`config.mk`:
```
export PLATFORM = sky130hd
export DESIGN_NAME = mul_unit
export DESIGN_NICKNAME = d
export VERILOG_FILES = /design/src/rtl/mulhl_pkg.sv /design/src/rtl/mul_ctrl.sv /design/src/rtl/mul_core.sv /design/src/rtl/mul_retire.sv /design/src/rtl/mul_unit.sv
export SDC_FILE = /design/constraint.sdc
export NUM_CORES = 1
export LEC_CHECK = 0
export BUFFER_PORTS_ARGS = -buffer_cell sky130_fd_sc_hd__buf_2
export CORE_MARGIN = 5
export CORE_UTILIZATION = 40
export CTS_CLUSTER_DIAMETER = 50
export DETAILED_ROUTE_END_ITERATION = 6
export GPL_ROUTABILITY_DRIVEN = 1
export HOLD_SLACK_MARGIN = 0.08
export PLACE_DENSITY_LB_ADDON = 0.15
export SLEW_MARGIN = 40
export SYNTH_ARGS = -nofsm -noshare
export SYNTH_HDL_FRONTEND = slang
export SYNTH_SLANG_ARGS = --single-unit
```
`constraint.sdc`:
```
create_clock -name clk -period 10.8 [get_ports clk]
set_input_delay 0.54 -clock clk [delete_from_list [all_inputs] [get_ports clk]]
set_output_delay 0.54 -clock clk [all_outputs]
set_load 0.005 [all_outputs]
```
`src/rtl/mulhl_pkg.sv`:
```
package mulhl_pkg;

    typedef enum logic [2:0] {
        OPC_MULT_HL  = 3'd0,
        OPC_READ_HI  = 3'd1,
        OPC_READ_LO  = 3'd2,
        OPC_MUL_LOW  = 3'd3,
        OPC_MUL_HIGH = 3'd4
    } opc_e;

    typedef enum logic [1:0] {
        ST_IDLE  = 2'd0,
        ST_STEP  = 2'd1,
        ST_FIXUP = 2'd2
    } mstate_e;

endpackage

```
`src/rtl/mul_ctrl.sv`:
```
module mul_ctrl
    import mulhl_pkg::*;
#(
    parameter int STEPS = 32
) (
    input  logic clk,
    input  logic rst_n,
    input  logic accept,
    output logic busy,
    output logic step_en,
    output logic fix_en
);
    localparam int CW = (STEPS > 1) ? $clog2(STEPS) : 1;

    mstate_e         state_q, state_d;
    logic [CW-1:0]   cnt_q;
    logic            last_step;

    assign last_step = (cnt_q == CW'(STEPS - 1));

    // next-state logic
    always_comb begin
        state_d = state_q;
        unique case (state_q)
            ST_IDLE:  if (accept)    state_d = ST_STEP;
            ST_STEP:  if (last_step) state_d = ST_FIXUP;
            ST_FIXUP:                state_d = ST_IDLE;
            default:                 state_d = ST_IDLE;
        endcase
    end

    // state register and step counter
    always_ff @(posedge clk) begin
        if (!rst_n) begin
            state_q <= ST_IDLE;
            cnt_q   <= '0;
        end else begin
            state_q <= state_d;
            if (accept && state_q == ST_IDLE)
                cnt_q <= '0;
            else if (state_q == ST_STEP)
                cnt_q <= cnt_q + 1'b1;
        end
    end

    // outputs decoded from the state
    always_comb begin
        busy    = 1'b0;
        step_en = 1'b0;
        fix_en  = 1'b0;
        unique case (state_q)
            ST_IDLE:  ;
            ST_STEP:  begin busy = 1'b1; step_en = 1'b1; end
            ST_FIXUP: begin busy = 1'b1; fix_en  = 1'b1; end
            default:  ;
        endcase
    end

endmodule

```
`src/rtl/mul_core.sv`:
```
module mul_core #(
    parameter int W = 32
) (
    input  logic           clk,
    input  logic           rst_n,
    input  logic           load,
    input  logic           step_en,
    input  logic           is_signed,
    input  logic [W-1:0]   opa,
    input  logic [W-1:0]   opb,
    output logic [2*W-1:0] product
);
    localparam int PW = 2 * W;

    logic [PW-1:0] mcand_q;
    logic [W-1:0]  mplier_q;
    logic [PW-1:0] acc_q;
    logic          neg_q;
    logic [W-1:0]  mag_a, mag_b;
    logic          a_neg, b_neg;

    assign a_neg = is_signed & opa[W-1];
    assign b_neg = is_signed & opb[W-1];
    assign mag_a = a_neg ? (~opa + 1'b1) : opa;
    assign mag_b = b_neg ? (~opb + 1'b1) : opb;

    always_ff @(posedge clk) begin
        if (!rst_n) begin
            mcand_q  <= '0;
            mplier_q <= '0;
            acc_q    <= '0;
            neg_q    <= 1'b0;
        end else if (load) begin
            mcand_q  <= {{W{1'b0}}, mag_a};
            mplier_q <= mag_b;
            acc_q    <= '0;
            neg_q    <= a_neg ^ b_neg;
        end else if (step_en) begin
            if (mplier_q[0])
                acc_q <= acc_q + mcand_q;
            mcand_q  <= mcand_q << 1;
            mplier_q <= mplier_q >> 1;
        end
    end

    assign product = neg_q ? (~acc_q + 1'b1) : acc_q;

endmodule

```
`src/rtl/mul_retire.sv`:
```
module mul_retire #(
    parameter int W        = 32,
    parameter int USE_HILO = 1
) (
    input  logic           clk,
    input  logic           rst_n,
    input  logic           busy,
    input  logic           fix_en,
    input  logic           accept,
    input  logic           kind_high,
    input  logic           move_req,
    input  logic           move_hi,
    input  logic [2*W-1:0] product,
    output logic [W-1:0]   result,
    output logic           result_valid
);
    localparam bit HILO = (USE_HILO != 0);

    logic [W-1:0] hi_q, lo_q;
    logic         pend_q, pend_hi_q, want_hi_q;
    logic [W-1:0] prod_hi, prod_lo;
    logic         serve_hi;

    assign prod_hi  = product[2*W-1:W];
    assign prod_lo  = product[W-1:0];
    assign serve_hi = pend_q ? pend_hi_q : move_hi;

    always_ff @(posedge clk) begin
        if (!rst_n) begin
            hi_q         <= '0;
            lo_q         <= '0;
            pend_q       <= 1'b0;
            pend_hi_q    <= 1'b0;
            want_hi_q    <= 1'b0;
            result       <= '0;
            result_valid <= 1'b0;
        end else begin
            result_valid <= 1'b0;
            if (accept)
                want_hi_q <= kind_high;
            if (fix_en) begin
                hi_q   <= prod_hi;
                lo_q   <= prod_lo;
                pend_q <= 1'b0;
                if (!HILO) begin
                    result_valid <= 1'b1;
                    result       <= want_hi_q ? prod_hi : prod_lo;
                end else if (pend_q || move_req) begin
                    result_valid <= 1'b1;
                    result       <= serve_hi ? prod_hi : prod_lo;
                end
            end else if (move_req && !busy) begin
                result_valid <= 1'b1;
                result       <= move_hi ? hi_q : lo_q;
            end else if (move_req && busy && !pend_q) begin
                pend_q    <= 1'b1;
                pend_hi_q <= move_hi;
            end
        end
    end

endmodule

```
`src/rtl/mul_unit.sv`:
```
module mul_unit
    import mulhl_pkg::*;
#(
    parameter int W        = 32,
    parameter int USE_HILO = 1
) (
    input  logic         clk,
    input  logic         rst_n,
    input  logic         start,
    input  logic [2:0]   op,
    input  logic         is_signed,
    input  logic [W-1:0] opa,
    input  logic [W-1:0] opb,
    output logic         busy,
    output logic [W-1:0] result,
    output logic         result_valid
);
    localparam bit HILO  = (USE_HILO != 0);
    localparam int STEPS = W;

    logic           is_mul_op, is_move_op;
    logic           accept, move_req, move_hi, kind_high;
    logic           step_en, fix_en;
    logic [2*W-1:0] product;

    always_comb begin
        if (HILO) begin
            is_mul_op  = (op == OPC_MULT_HL);
            is_move_op = (op == OPC_READ_HI) || (op == OPC_READ_LO);
        end else begin
            is_mul_op  = (op == OPC_MUL_LOW) || (op == OPC_MUL_HIGH);
            is_move_op = 1'b0;
        end
    end

    assign accept    = start & is_mul_op & ~busy;
    assign move_req  = start & is_move_op;
    assign move_hi   = (op == OPC_READ_HI);
    assign kind_high = (op == OPC_MUL_HIGH);

    mul_ctrl #(.STEPS(STEPS)) u_ctrl (
        .clk     (clk),
        .rst_n   (rst_n),
        .accept  (accept),
        .busy    (busy),
        .step_en (step_en),
        .fix_en  (fix_en)
    );

    mul_core #(.W(W)) u_core (
        .clk       (clk),
        .rst_n     (rst_n),
        .load      (accept),
        .step_en   (step_en),
        .is_signed (is_signed),
        .opa       (opa),
        .opb       (opb),
        .product   (product)
    );

    mul_retire #(.W(W), .USE_HILO(USE_HILO)) u_retire (
        .clk          (clk),
        .rst_n        (rst_n),
        .busy         (busy),
        .fix_en       (fix_en),
        .accept       (accept),
        .kind_high    (kind_high),
        .move_req     (move_req),
        .move_hi      (move_hi),
        .product      (product),
        .result       (result),
        .result_valid (result_valid)
    );

endmodule

```
==> run_results.csv <==
group,metric,value,unit
synth,netlist_instances,2179,
global_route,grt_pass1_wl,80400,um
worst_setup_path,critPathCaptureType,"flip-flop",
power_and_ir_drop,p_total,2460,uW
worst_setup_path,crit_path_max_fanout,7,
worst_setup_path,rr_worst_depth,12,
cts,worstSkewPairLatency,560,ps
worst_setup_path,cpMostUsedCell,"a211oi_1",
floorplanning,io_pins,105,
global_route,antenna_found_initial,1,
drt,drtIter0Drc,1009,
sta,hold-worst-slack,299,ps
layout,drive_gt1_share,10.2,%
sta,tightest_slew,809,ps
floorplanning,core,0.0429,mm2
cts,cts.sinks,267,
layout,final_util,45.5,%
worst_setup_path,path_class,"reg2reg",
layout,design_area,0.0195,mm2
global_route,grt_start_max_net_pins,75,
worst_setup_path,cp.arrival,4780,ps
sta,fmax,0.234,GHz
drt,wire_per_inst,17.8,um
cts,cts_resized,0,
drt,vias,15700,
cts,postCtsSetupBuffers,0,
sta,finalSetupTns,0,ps
cts,htreeDepth,2,
power_and_ir_drop,p_leak,0.00887,uW
power_and_ir_drop,ir_drop,0.105,mV
layout,diodes,0,
worst_setup_path,slowest_stage,"nor3_1",
synth,synth-main-ff-cell,"dfxtp_1",
floorplanning,die-width,218,um
synth,yosys_warnings,0,
synth,async_flop_share,0,%
synth,post_synth_num_cell_types,69,
sta,finalCriticalPeriod,4280,ps
cts,clk_pin_slew,60,ps
sta,setup_viol,0,
drt,drtAntennaViolNets,0,
cts,cts_tree,"yes",
cts,cts_root_buf,"clkbuf_16",
synth,yosysSeqAreaShare,30.9,%
synth,syn_nets,2322,
placed_design,placed_cell_area,0.0182,mm2
global_route,grt_pass1_vias,14700,
cts,cts_hold_buf,0,
floorplanning,dieArea,0.0475,mm2
drt,drcViolationCount,0,
synth,synth_edf_count,0,
synth,syn-cell-area,0.0173,mm2
drt,viasPerCell,5.57,
sta,slew_viol_final,0,
drt,firstDrtPassIters,5,
min_path,whs_path_depth,3,
cts,numCtsBuffers,39,
sta,clock_skew,27.2,ps
worst_setup_path,cp_slowest_stage_delay,660,ps
min_path,hold_path.class,"in2reg",
floorplanning,rows,76,
synth,avgSynthCellArea,7.93,um2
worst_setup_path,cp.required,11300,ps
worst_setup_path,r2r_setup_slack,6520,ps
layout,area_delta_synth_final,13.0,%
layout,nets,2342,
worst_setup_path,path_cells,"ha_1 -> fa_1 -> a21oi_1 -> o211ai_1 -> a211oi_1 -> a211oi_1 -> nor3_1 -> o41ai_1 -> a21boi_0 -> o21ai_0 -> mux2_2 -> nand2_1",
sta,fin_crit_sh,39.7,%
sta,slew_headroom,45.6,%
synth,ys_ff_latch,267,
sta,hold_viol,0,
outcome,status,"finished clean",
floorplanning,start_util,40.3,%
cts,cts_buffer_depth,3,
drt,wirelength,50100,um
power_and_ir_drop,power-per-cell-area,126,mW/mm2
sta,rsz0062_at_grt,"no",
global_route,gr-total-overflow,0,
floorplanning,die_height,218,um
worst_setup_path,start_kind,"flip-flop",
placed_design,hpwl,36900,um
global_route,grt_use_total,20.6,%
job,maxCapViolCount,0,
placed_design,port_buffers,104,
placed_design,routabilityCongestion,0.856,
[layer usage]
layer | up-vias | routed length, um | GRT usage (%)
met5 | - | 0 | 0
met4 | 0 | 1060 | 5.82
met3 | 65 | 2430 | 3.14
met2 | 383 | 22100 | 32.1
met1 | 7334 | 24600 | 29.5
li1 | 7889 | - | -
[cell type report]
class                   count  area [um2]
fillers                  4296       23400
repair buffers            125         706
multi-input cells        1734       11300
well taps                 585         732
clock inverters            21         219
flip-flops and latches    267        5350
clock buffers              50        1090
inverters                  32         120
[per-stage QoR]
step,setup slack [ps],instances
after global routing,6300,2814
after CTS,6580,2814
after floorplan,7130,2179
after detailed placement,6610,2743
after global placement,6700,2741
final,6520,2814
[cells in the final DEF, fill, tap and decap left out, types with 36 or more instances in the layout]
| cell type | instances |
|---|---|
| xor2_1 | 111 |
| o211a_1 | 108 |
| mux2i_1 | 123 |
| ha_1 | 69 |
| o21ai_0 | 127 |
| nand2_1 | 363 |
| buf_2 | 103 |
| a21oi_1 | 181 |
| clkbuf_16 | 40 |
| dfxtp_1 | 266 |
| nand3_1 | 36 |
| xnor2_1 | 66 |
| nor2_1 | 156 |
[cells by family after synthesis]
group	count (synthesis)	share of synthesized area, %
mux	126	7.32
buf+inv	178	3.94
compound gates	627	24.7
simple gates	732	18.9
xor+xnor	177	8.97
fa+ha+maj	72	5.25
flops	267	30.9
[worst max-delay path, delay by kind of cell, from the launching register on]
kind	cells	cell delay [ps]
and+or+nand+nor	2	710
muxes	1	300
adders and majority gates	2	680
DFF	1	370
AOI/OAI and AO/OA	7	2180
[registers in the layout, summed over array words and instances (netlist names)]
register / cells
u_core.acc_q: 64
u_core.mcand_q: 64
u_core.mplier_q: 32
u_retire.hi_q: 32
u_retire.lo_q: 32
u_retire.result: 32
u_ctrl.cnt_q: 5
u_ctrl.state_q: 2
u_core.neg_q: 1
u_retire.pend_hi_q: 1
u_retire.pend_q: 1
u_retire.result_valid: 1
[synthesized netlist by cell type (22+ instances only)]
| cell | n | share of area [%] |
|---|---|---|
| nand2_1 | 366 | 7.9 |
| dfxtp_1 | 267 | 31 |
| a21oi_1 | 182 | 5.3 |
| nor2_1 | 156 | 3.4 |
| o21ai_0 | 127 | 3.7 |
| mux2i_1 | 123 | 7.1 |
| clkbuf_1 | 121 | 2.6 |
| xor2_1 | 111 | 5.6 |
| o211a_1 | 108 | 6.3 |
| ha_1 | 71 | 5.1 |
| xnor2_1 | 66 | 3.3 |
| nand3_1 | 36 | 1.0 |
| a21o_1 | 35 | 1.5 |
| inv_1 | 32 | 0.69 |
| nor3_1 | 29 | 0.84 |
| nand4_1 | 27 | 0.98 |
| o31ai_1 | 27 | 1.2 |
| a31oi_1 | 26 | 0.94 |
| buf_1 | 22 | 0.48 |
[power breakdown]
group          switching (uW)  total [uW]  internal, uW
combinational             107         175          67.5
sequential               11.5        1010          1000
clock                     500        1270           775
total                     619        2460          1840
[final timing paths]
check | start | to
worst max register to register | u_core.acc_q[0] | u_core.acc_q[56]
worst max-delay path | u_core.acc_q[0] | u_core.acc_q[56]
worst min-delay path | opa[0] | u_core.mcand_q[0]
worst min register to register | u_retire.result[8] | u_retire.result[8]
Note: power is estimated with default switching activity, not from simulation.
